<file path="config.mk">
export PLATFORM = sky130hd
export DESIGN_NAME = i2cm_ctrl_front
export DESIGN_NICKNAME = d
export VERILOG_FILES = /design/src/rtl/i2cm_ctrl_pkg.sv /design/src/rtl/i2cm_ctrl_reg.sv /design/src/rtl/i2cm_cmd_seq.sv /design/src/rtl/i2cm_evt_gate.sv /design/src/rtl/i2cm_ctrl_front.sv
export SDC_FILE = /design/constraint.sdc
export NUM_CORES = 1
export LEC_CHECK = 0
export ABC_CLOCK_PERIOD_IN_PS = 1200
export CAP_MARGIN = 30
export CORE_UTILIZATION = 34
export DETAILED_ROUTE_END_ITERATION = 16
export PLACE_DENSITY_LB_ADDON = 0.25
export SYNTH_ARGS = -nofsm -noshare
export SYNTH_HDL_FRONTEND = slang
export SYNTH_SLANG_ARGS = --single-unit
</file>
<file path="constraint.sdc">
create_clock -name clk -period 1.2 [get_ports clk]
set_input_delay 0.36 -clock clk [delete_from_list [all_inputs] [get_ports clk]]
set_output_delay 0.36 -clock clk [all_outputs]
set_load 0.02 [all_outputs]
</file>
<file path="src/rtl/i2cm_ctrl_pkg.sv">
package i2cm_ctrl_pkg;
  localparam int REG_W   = 8;
  localparam int BIT_PE  = 5;
  localparam int BIT_STA = 3;
  localparam int BIT_ACK = 2;
  localparam int BIT_STO = 1;
  localparam int BIT_ITE = 0;

  typedef struct packed {
    logic pe;
    logic sta;
    logic ack;
    logic sto;
    logic ite;
  } ctrl_t;

  function automatic logic [REG_W-1:0] pack_ctrl(input ctrl_t c);
    logic [REG_W-1:0] v;
    v = '0;
    v[BIT_PE]  = c.pe;
    v[BIT_STA] = c.sta;
    v[BIT_ACK] = c.ack;
    v[BIT_STO] = c.sto;
    v[BIT_ITE] = c.ite;
    return v;
  endfunction
endpackage

</file>
<file path="src/rtl/i2cm_ctrl_reg.sv">
module i2cm_ctrl_reg
  import i2cm_ctrl_pkg::*;
(
  input  logic             clk,
  input  logic             rst,
  input  logic             wr,
  input  logic [REG_W-1:0] wdata,
  input  logic             start_sent,
  input  logic             stop_sent,
  output ctrl_t            ctrl
);
  always_ff @(posedge clk) begin
    if (rst) begin
      ctrl <= '0;
    end else begin
      if (wr) begin
        if (!ctrl.pe) begin
          if (wdata[BIT_PE]) ctrl.pe <= 1'b1;
        end else if (wdata[BIT_PE]) begin
          ctrl.sta <= wdata[BIT_STA];
          ctrl.ack <= wdata[BIT_ACK];
          ctrl.sto <= wdata[BIT_STO];
          ctrl.ite <= wdata[BIT_ITE];
        end else begin
          ctrl.pe  <= 1'b0;
          ctrl.sta <= 1'b0;
          ctrl.ack <= 1'b0;
          ctrl.ite <= 1'b0;
        end
      end
      // hardware clears take priority over a same-cycle write
      if (start_sent) ctrl.sta <= 1'b0;
      if (stop_sent)  ctrl.sto <= 1'b0;
    end
  end
endmodule

</file>
<file path="src/rtl/i2cm_cmd_seq.sv">
module i2cm_cmd_seq
  import i2cm_ctrl_pkg::*;
(
  input  logic  clk,
  input  logic  rst,
  input  ctrl_t ctrl,
  input  logic  master,
  input  logic  busy,
  output logic  req_start,
  output logic  req_rstart,
  output logic  req_stop,
  output logic  ack_en,
  output logic  pins_release
);
  logic idle_go, rep_go, stop_go;

  always_comb begin
    idle_go = ctrl.pe && ctrl.sta && !master && !busy;
    rep_go  = ctrl.pe && ctrl.sta && master && !ctrl.sto;
    stop_go = ctrl.pe && ctrl.sto && master;
  end

  always_ff @(posedge clk) begin
    if (rst) begin
      req_start    <= 1'b0;
      req_rstart   <= 1'b0;
      req_stop     <= 1'b0;
      ack_en       <= 1'b0;
      pins_release <= 1'b1;
    end else begin
      req_start    <= idle_go;
      req_rstart   <= rep_go;
      req_stop     <= stop_go;
      ack_en       <= ctrl.ack;
      pins_release <= !ctrl.pe;
    end
  end
endmodule

</file>
<file path="src/rtl/i2cm_evt_gate.sv">
module i2cm_evt_gate #(
  parameter int NUM_EVT = 3
) (
  input  logic               clk,
  input  logic               rst,
  input  logic               pe,
  input  logic               ite,
  input  logic [NUM_EVT-1:0] flags,
  output logic               irq,
  output logic               scl_hold
);
  logic [NUM_EVT-1:0] live;

  for (genvar i = 0; i < NUM_EVT; i++) begin : g_mask
    assign live[i] = flags[i] & pe;
  end

  always_ff @(posedge clk) begin
    if (rst) begin
      irq      <= 1'b0;
      scl_hold <= 1'b0;
    end else begin
      irq      <= ite && (|live);
      scl_hold <= |live;
    end
  end
endmodule

</file>
<file path="src/rtl/i2cm_ctrl_front.sv">
module i2cm_ctrl_front
  import i2cm_ctrl_pkg::*;
#(
  parameter int NUM_EVT = 3
) (
  input  logic               clk,
  input  logic               rst,
  input  logic               cpu_wr,
  input  logic [REG_W-1:0]   cpu_wdata,
  output logic [REG_W-1:0]   cpu_rdata,
  input  logic               eng_start_sent,
  input  logic               eng_stop_sent,
  input  logic               eng_master,
  input  logic               eng_bus_busy,
  input  logic [NUM_EVT-1:0] eng_flags,
  output logic               req_start,
  output logic               req_rstart,
  output logic               req_stop,
  output logic               ack_en,
  output logic               irq,
  output logic               scl_hold,
  output logic               pins_release
);
  ctrl_t ctrl;

  i2cm_ctrl_reg u_reg (
    .clk(clk), .rst(rst), .wr(cpu_wr), .wdata(cpu_wdata),
    .start_sent(eng_start_sent), .stop_sent(eng_stop_sent), .ctrl(ctrl)
  );

  i2cm_cmd_seq u_seq (
    .clk(clk), .rst(rst), .ctrl(ctrl), .master(eng_master), .busy(eng_bus_busy),
    .req_start(req_start), .req_rstart(req_rstart), .req_stop(req_stop),
    .ack_en(ack_en), .pins_release(pins_release)
  );

  i2cm_evt_gate #(.NUM_EVT(NUM_EVT)) u_evt (
    .clk(clk), .rst(rst), .pe(ctrl.pe), .ite(ctrl.ite), .flags(eng_flags),
    .irq(irq), .scl_hold(scl_hold)
  );

  assign cpu_rdata = pack_ctrl(ctrl);
endmodule

</file>
==> results.txt <==
- Data arrival time of the critical path: 1.29 ns
* Endpoint class of the critical path: flop
- Entering global routing, the biggest net connects 10 pins.
- The highest layer touched by signal routing is met4.
- Yosys printed 0 warnings.
- DRT met1 WL: 428 um
- Pre-CTS worst setup slack: -0.282 ns
- The region available for standard cell placement spans 0.00133 sq mm.
- Min-Delay Path Class: flop to flop
- In this run the critical register-to-register path is captured at u_seq.req_start$_SDFF_PP0_.
- Area contributors post-synth: sky130_fd_sc_hd__dfxtp_1, sky130_fd_sc_hd__buf_4, sky130_fd_sc_hd__a21bo_2
- After synthesis the cells add up to 500 sq um.
- After floorplanning, the core was divided into 13 placement rows.
* Launching element type of the critical path: input port
- Setup_tns: 0 ns
- Among all stages on the critical path, the largest delay is contributed by sky130_fd_sc_hd__clkdlybuf4s50_1.
- By startpoint and endpoint, the worst setup path is classified as input port to flop.
- Signed area change from the synthesized netlist to the final layout: 50.2%
- Avg Synthesized Cell Area: 11.4 sq um
- Synthesized netlist cell count: 44
* First-pass iteration count of the detailed router: 2
* Diodes inserted: 0
- Cell type with the highest aggregate area in the netlist: sky130_fd_sc_hd__dfxtp_1
- In this run the horizontal extent of the chip is 40.4 um.
* Worst hold slack across all endpoints: 0.491 ns
- Across all setup checks in the final design, the least slack found is 0.0665 ns.
- The final-report hold violation count is 0.
* Worst Hold Launch: u_reg.ctrl[2]$_SDFFE_PP0P_
- The routed design uses 84 um of met3 wire.
- Crit path largest cell delay: 0.47 ns
- Area share of the leading cell type in the synthesized netlist: 48.0%
- Using the TritonRoute via totals, the vias-per-cell ratio works out to 4.67.
* Area used by sequential logic in the layout: 240 sq um
- Setup violations remaining at the end of the flow were counted as 0.
* Worst Hold Endpoint: u_seq.ack_en$_SDFF_PP0_
- Buffer levels on the longest clock path: 2
- Clock-pin slew was measured on the worst setup and hold paths at 0.07 ns.
* Delay-heaviest family, CP: buffers and inverters
- Routed wl met2: 432 um
* CTS H-Tree Depth: 1
- Vertical die dimension: 40.4 um
* Via count of the first global-routing pass: 407
- The detail route stage leaves a number of antenna-violating nets equal to 0.
- The number of antenna violations at the first check in global routing came to 0.
- Synthesis inferred 12 register bits.
* Global-route wire length before repair: 1570 um
- Post-layout power: 0.755 mW
* Shortest period the worst path allows: 1.13 ns
* Later-pin clock latency in the skew report: 0.26 ns
* RSZ-0062 raised after global routing: false
* Clock root buffer: sky130_fd_sc_hd__clkbuf_4
- Areal power density over the cells: 1000 mW/mm^2
* # Max-Cap Violations: 0
- Summing the sequential cell areas from Yosys gives 48.0% of the chip area.
- The final layout contains routed wiring with a total length of 955 um.
- Clock tree synthesis found a total of 12 sinks.
- Final weighted congestion of routability-driven global placement: 0.759
* Hold Buf Count CTS: 0
- For this block, the via count after detailed routing is 420.
- Starting utilization of the core area: 37.5%
- Detailed placement ended at an HPWL of 752 um.
* Full die area: 0.00163 sq mm
* Pins Over Slew Limit: 0
- Proportion of layout cells with a drive suffix above 1: 42.7%
- The worst path uses 94.5% of the clock period.
- Worst EP required: 1.36 ns
- Multi-input gate area: 211 sq um
- Global Route Usage Sum: 15.2%
- Detail-routed net length per standard cell: 10.6 um
- Along the worst hold path, the cell count comes to 1.
- The final layout contains 95 nets.
- Ordered cell list for the critical path: clkdlybuf4s50_1 -> nand3_1 -> mux2_2
* Startpoint of the worst-slack reg-to-reg timing path: u_reg.ctrl[4]$_SDFFE_PP0P_
- Port buffering added 26 buffers.
* Top-level I/O count: 33
- Leak pwr: 0.348 nW
- Derived from the worst setup path, the maximum achievable clock frequency is 882 MHz.
- Summed over all layers, the global routing overflow is 0.
- VDD sags by at most 0.578 mV.
- Together, buffers and inverters on the worst path number 1.
- Reg2Reg Depth: 4
- Clock tree from TritonCTS: built
- Number of filler instances in the final layout: 128
- The number of different library cells used by synthesis comes to 20.
- Final Skew: 0.00476 ns
- Largest fanout on the critical path: 4
- Status: finished, final reports clean
- TritonCTS buffer count: 3
- Post-route DRC: 0
- After clock tree synthesis, the setup repair step added 0 buffers.
- In this run the register-to-register setup slack is 0.21 ns.
- After the first detailed-routing iteration, the DRC count stood at 1.
## cells in the mapped netlist
cell / instances
sky130_fd_sc_hd__dfxtp_1: 12
sky130_fd_sc_hd__buf_4: 7
sky130_fd_sc_hd__a21bo_2: 3
sky130_fd_sc_hd__nand4_1: 3
sky130_fd_sc_hd__a21oi_1: 2
sky130_fd_sc_hd__nor2_1: 2
sky130_fd_sc_hd__nor3b_1: 2
sky130_fd_sc_hd__a211oi_2: 1
sky130_fd_sc_hd__and2b_1: 1
sky130_fd_sc_hd__and3_2: 1
sky130_fd_sc_hd__and4b_1: 1
sky130_fd_sc_hd__conb_1: 1
sky130_fd_sc_hd__inv_2: 1
sky130_fd_sc_hd__mux2_2: 1
sky130_fd_sc_hd__mux2i_1: 1
sky130_fd_sc_hd__nand3_1: 1
sky130_fd_sc_hd__nor2b_4: 1
sky130_fd_sc_hd__nor3_1: 1
sky130_fd_sc_hd__nor3b_2: 1
sky130_fd_sc_hd__nor4b_4: 1
## stage by stage
step	util, %	std cells	cell area, sq um
2_1_floorplan	-	46	508
3_3_place_gp	59.0	87	787
3_5_place_dp	59.0	87	787
4_1_cts	59.0	90	787
5_1_grt	56.4	90	752
6_report	56.4	90	752
## sequential cells by signal, summed over array words and instances, names as in the netlist
| register | flops |
|---|---|
| u_evt.irq | 1 |
| u_evt.scl_hold | 1 |
| u_reg.ctrl | 5 |
| u_seq.ack_en | 1 |
| u_seq.pins_release | 1 |
| u_seq.req_rstart | 1 |
| u_seq.req_start | 1 |
| u_seq.req_stop | 1 |
## how the worst max path moves through the flow
| stage | start | to | slack [ns] | depth (start not counted) |
|---|---|---|---|---|
| 6_report | cpu_wdata[5] | u_reg.ctrl[1]$_SDFFE_PP0P_ | 0.07 | 3 |
| 5_1_grt | u_reg.ctrl[2]$_SDFFE_PP0P_ | cpu_rdata[2] | 0.02 | 1 |
| 4_1_cts | cpu_wr | u_reg.ctrl[1]$_SDFFE_PP0P_ | 0.0009 | 3 |
| 3_5_place_dp | cpu_wr | u_reg.ctrl[1]$_SDFFE_PP0P_ | -0.28 | 3 |
| 3_3_place_gp | cpu_wr | u_reg.ctrl[1]$_SDFFE_PP0P_ | -0.27 | 3 |
| 2_1_floorplan | cpu_wr | u_reg.ctrl[1]$_SDFFE_PP0P_ | 0.19 | 3 |
## cell type report
type	instances	share of cell area, %
Clock buffer	3	3.00
Inverter	1	0.499
Multi-Input combinational cell	26	28.1
Sequential cell	12	31.9
Tap cell	15	2.50
Timing Repair Buffer	33	33.9
## routing by layer
metal	track usage (%)	vias up
met5	0	-
met2	24.6	20
met4	10.0	0
li1	-	209
met3	5.00	2
met1	16.7	189
## placed cells by master, fill, tap and decap left out, types with 3 or more instances in the layout
master	count
sky130_fd_sc_hd__nand4_1	3
sky130_fd_sc_hd__clkdlybuf4s50_1	13
sky130_fd_sc_hd__buf_4	7
sky130_fd_sc_hd__buf_2	12
sky130_fd_sc_hd__conb_1	3
sky130_fd_sc_hd__a21bo_2	3
sky130_fd_sc_hd__dfxtp_1	12
sky130_fd_sc_hd__clkbuf_4	3
## logic make-up after synthesis
logic type             Yosys count  share of synthesized area, %
multiplexers                     2                          4.25
buffers and inverters            8                          11.2
AND/OR/NAND/NOR                 15                          25.2
flip-flops                      12                          48.0
other                            1                         0.749
AO/OA/AOI/OAI                    6                          10.5
## where the power goes
| part | internal, mW | leakage (nW) | switching (mW) |
|---|---|---|---|
| clock | 0.116 | 0.0138 | 0.117 |
| combinational | 0.0651 | 0.237 | 0.0506 |
| sequential | 0.404 | 0.0971 | 0.00214 |
## timing repair
action / 4_1_cts / 5_1_grt
pin swaps: 0 / 0
resized for setup: 42 / 7
setup endpoints to repair: 12 / 9
No activity file was read; power rests on OpenSTA's default activity.
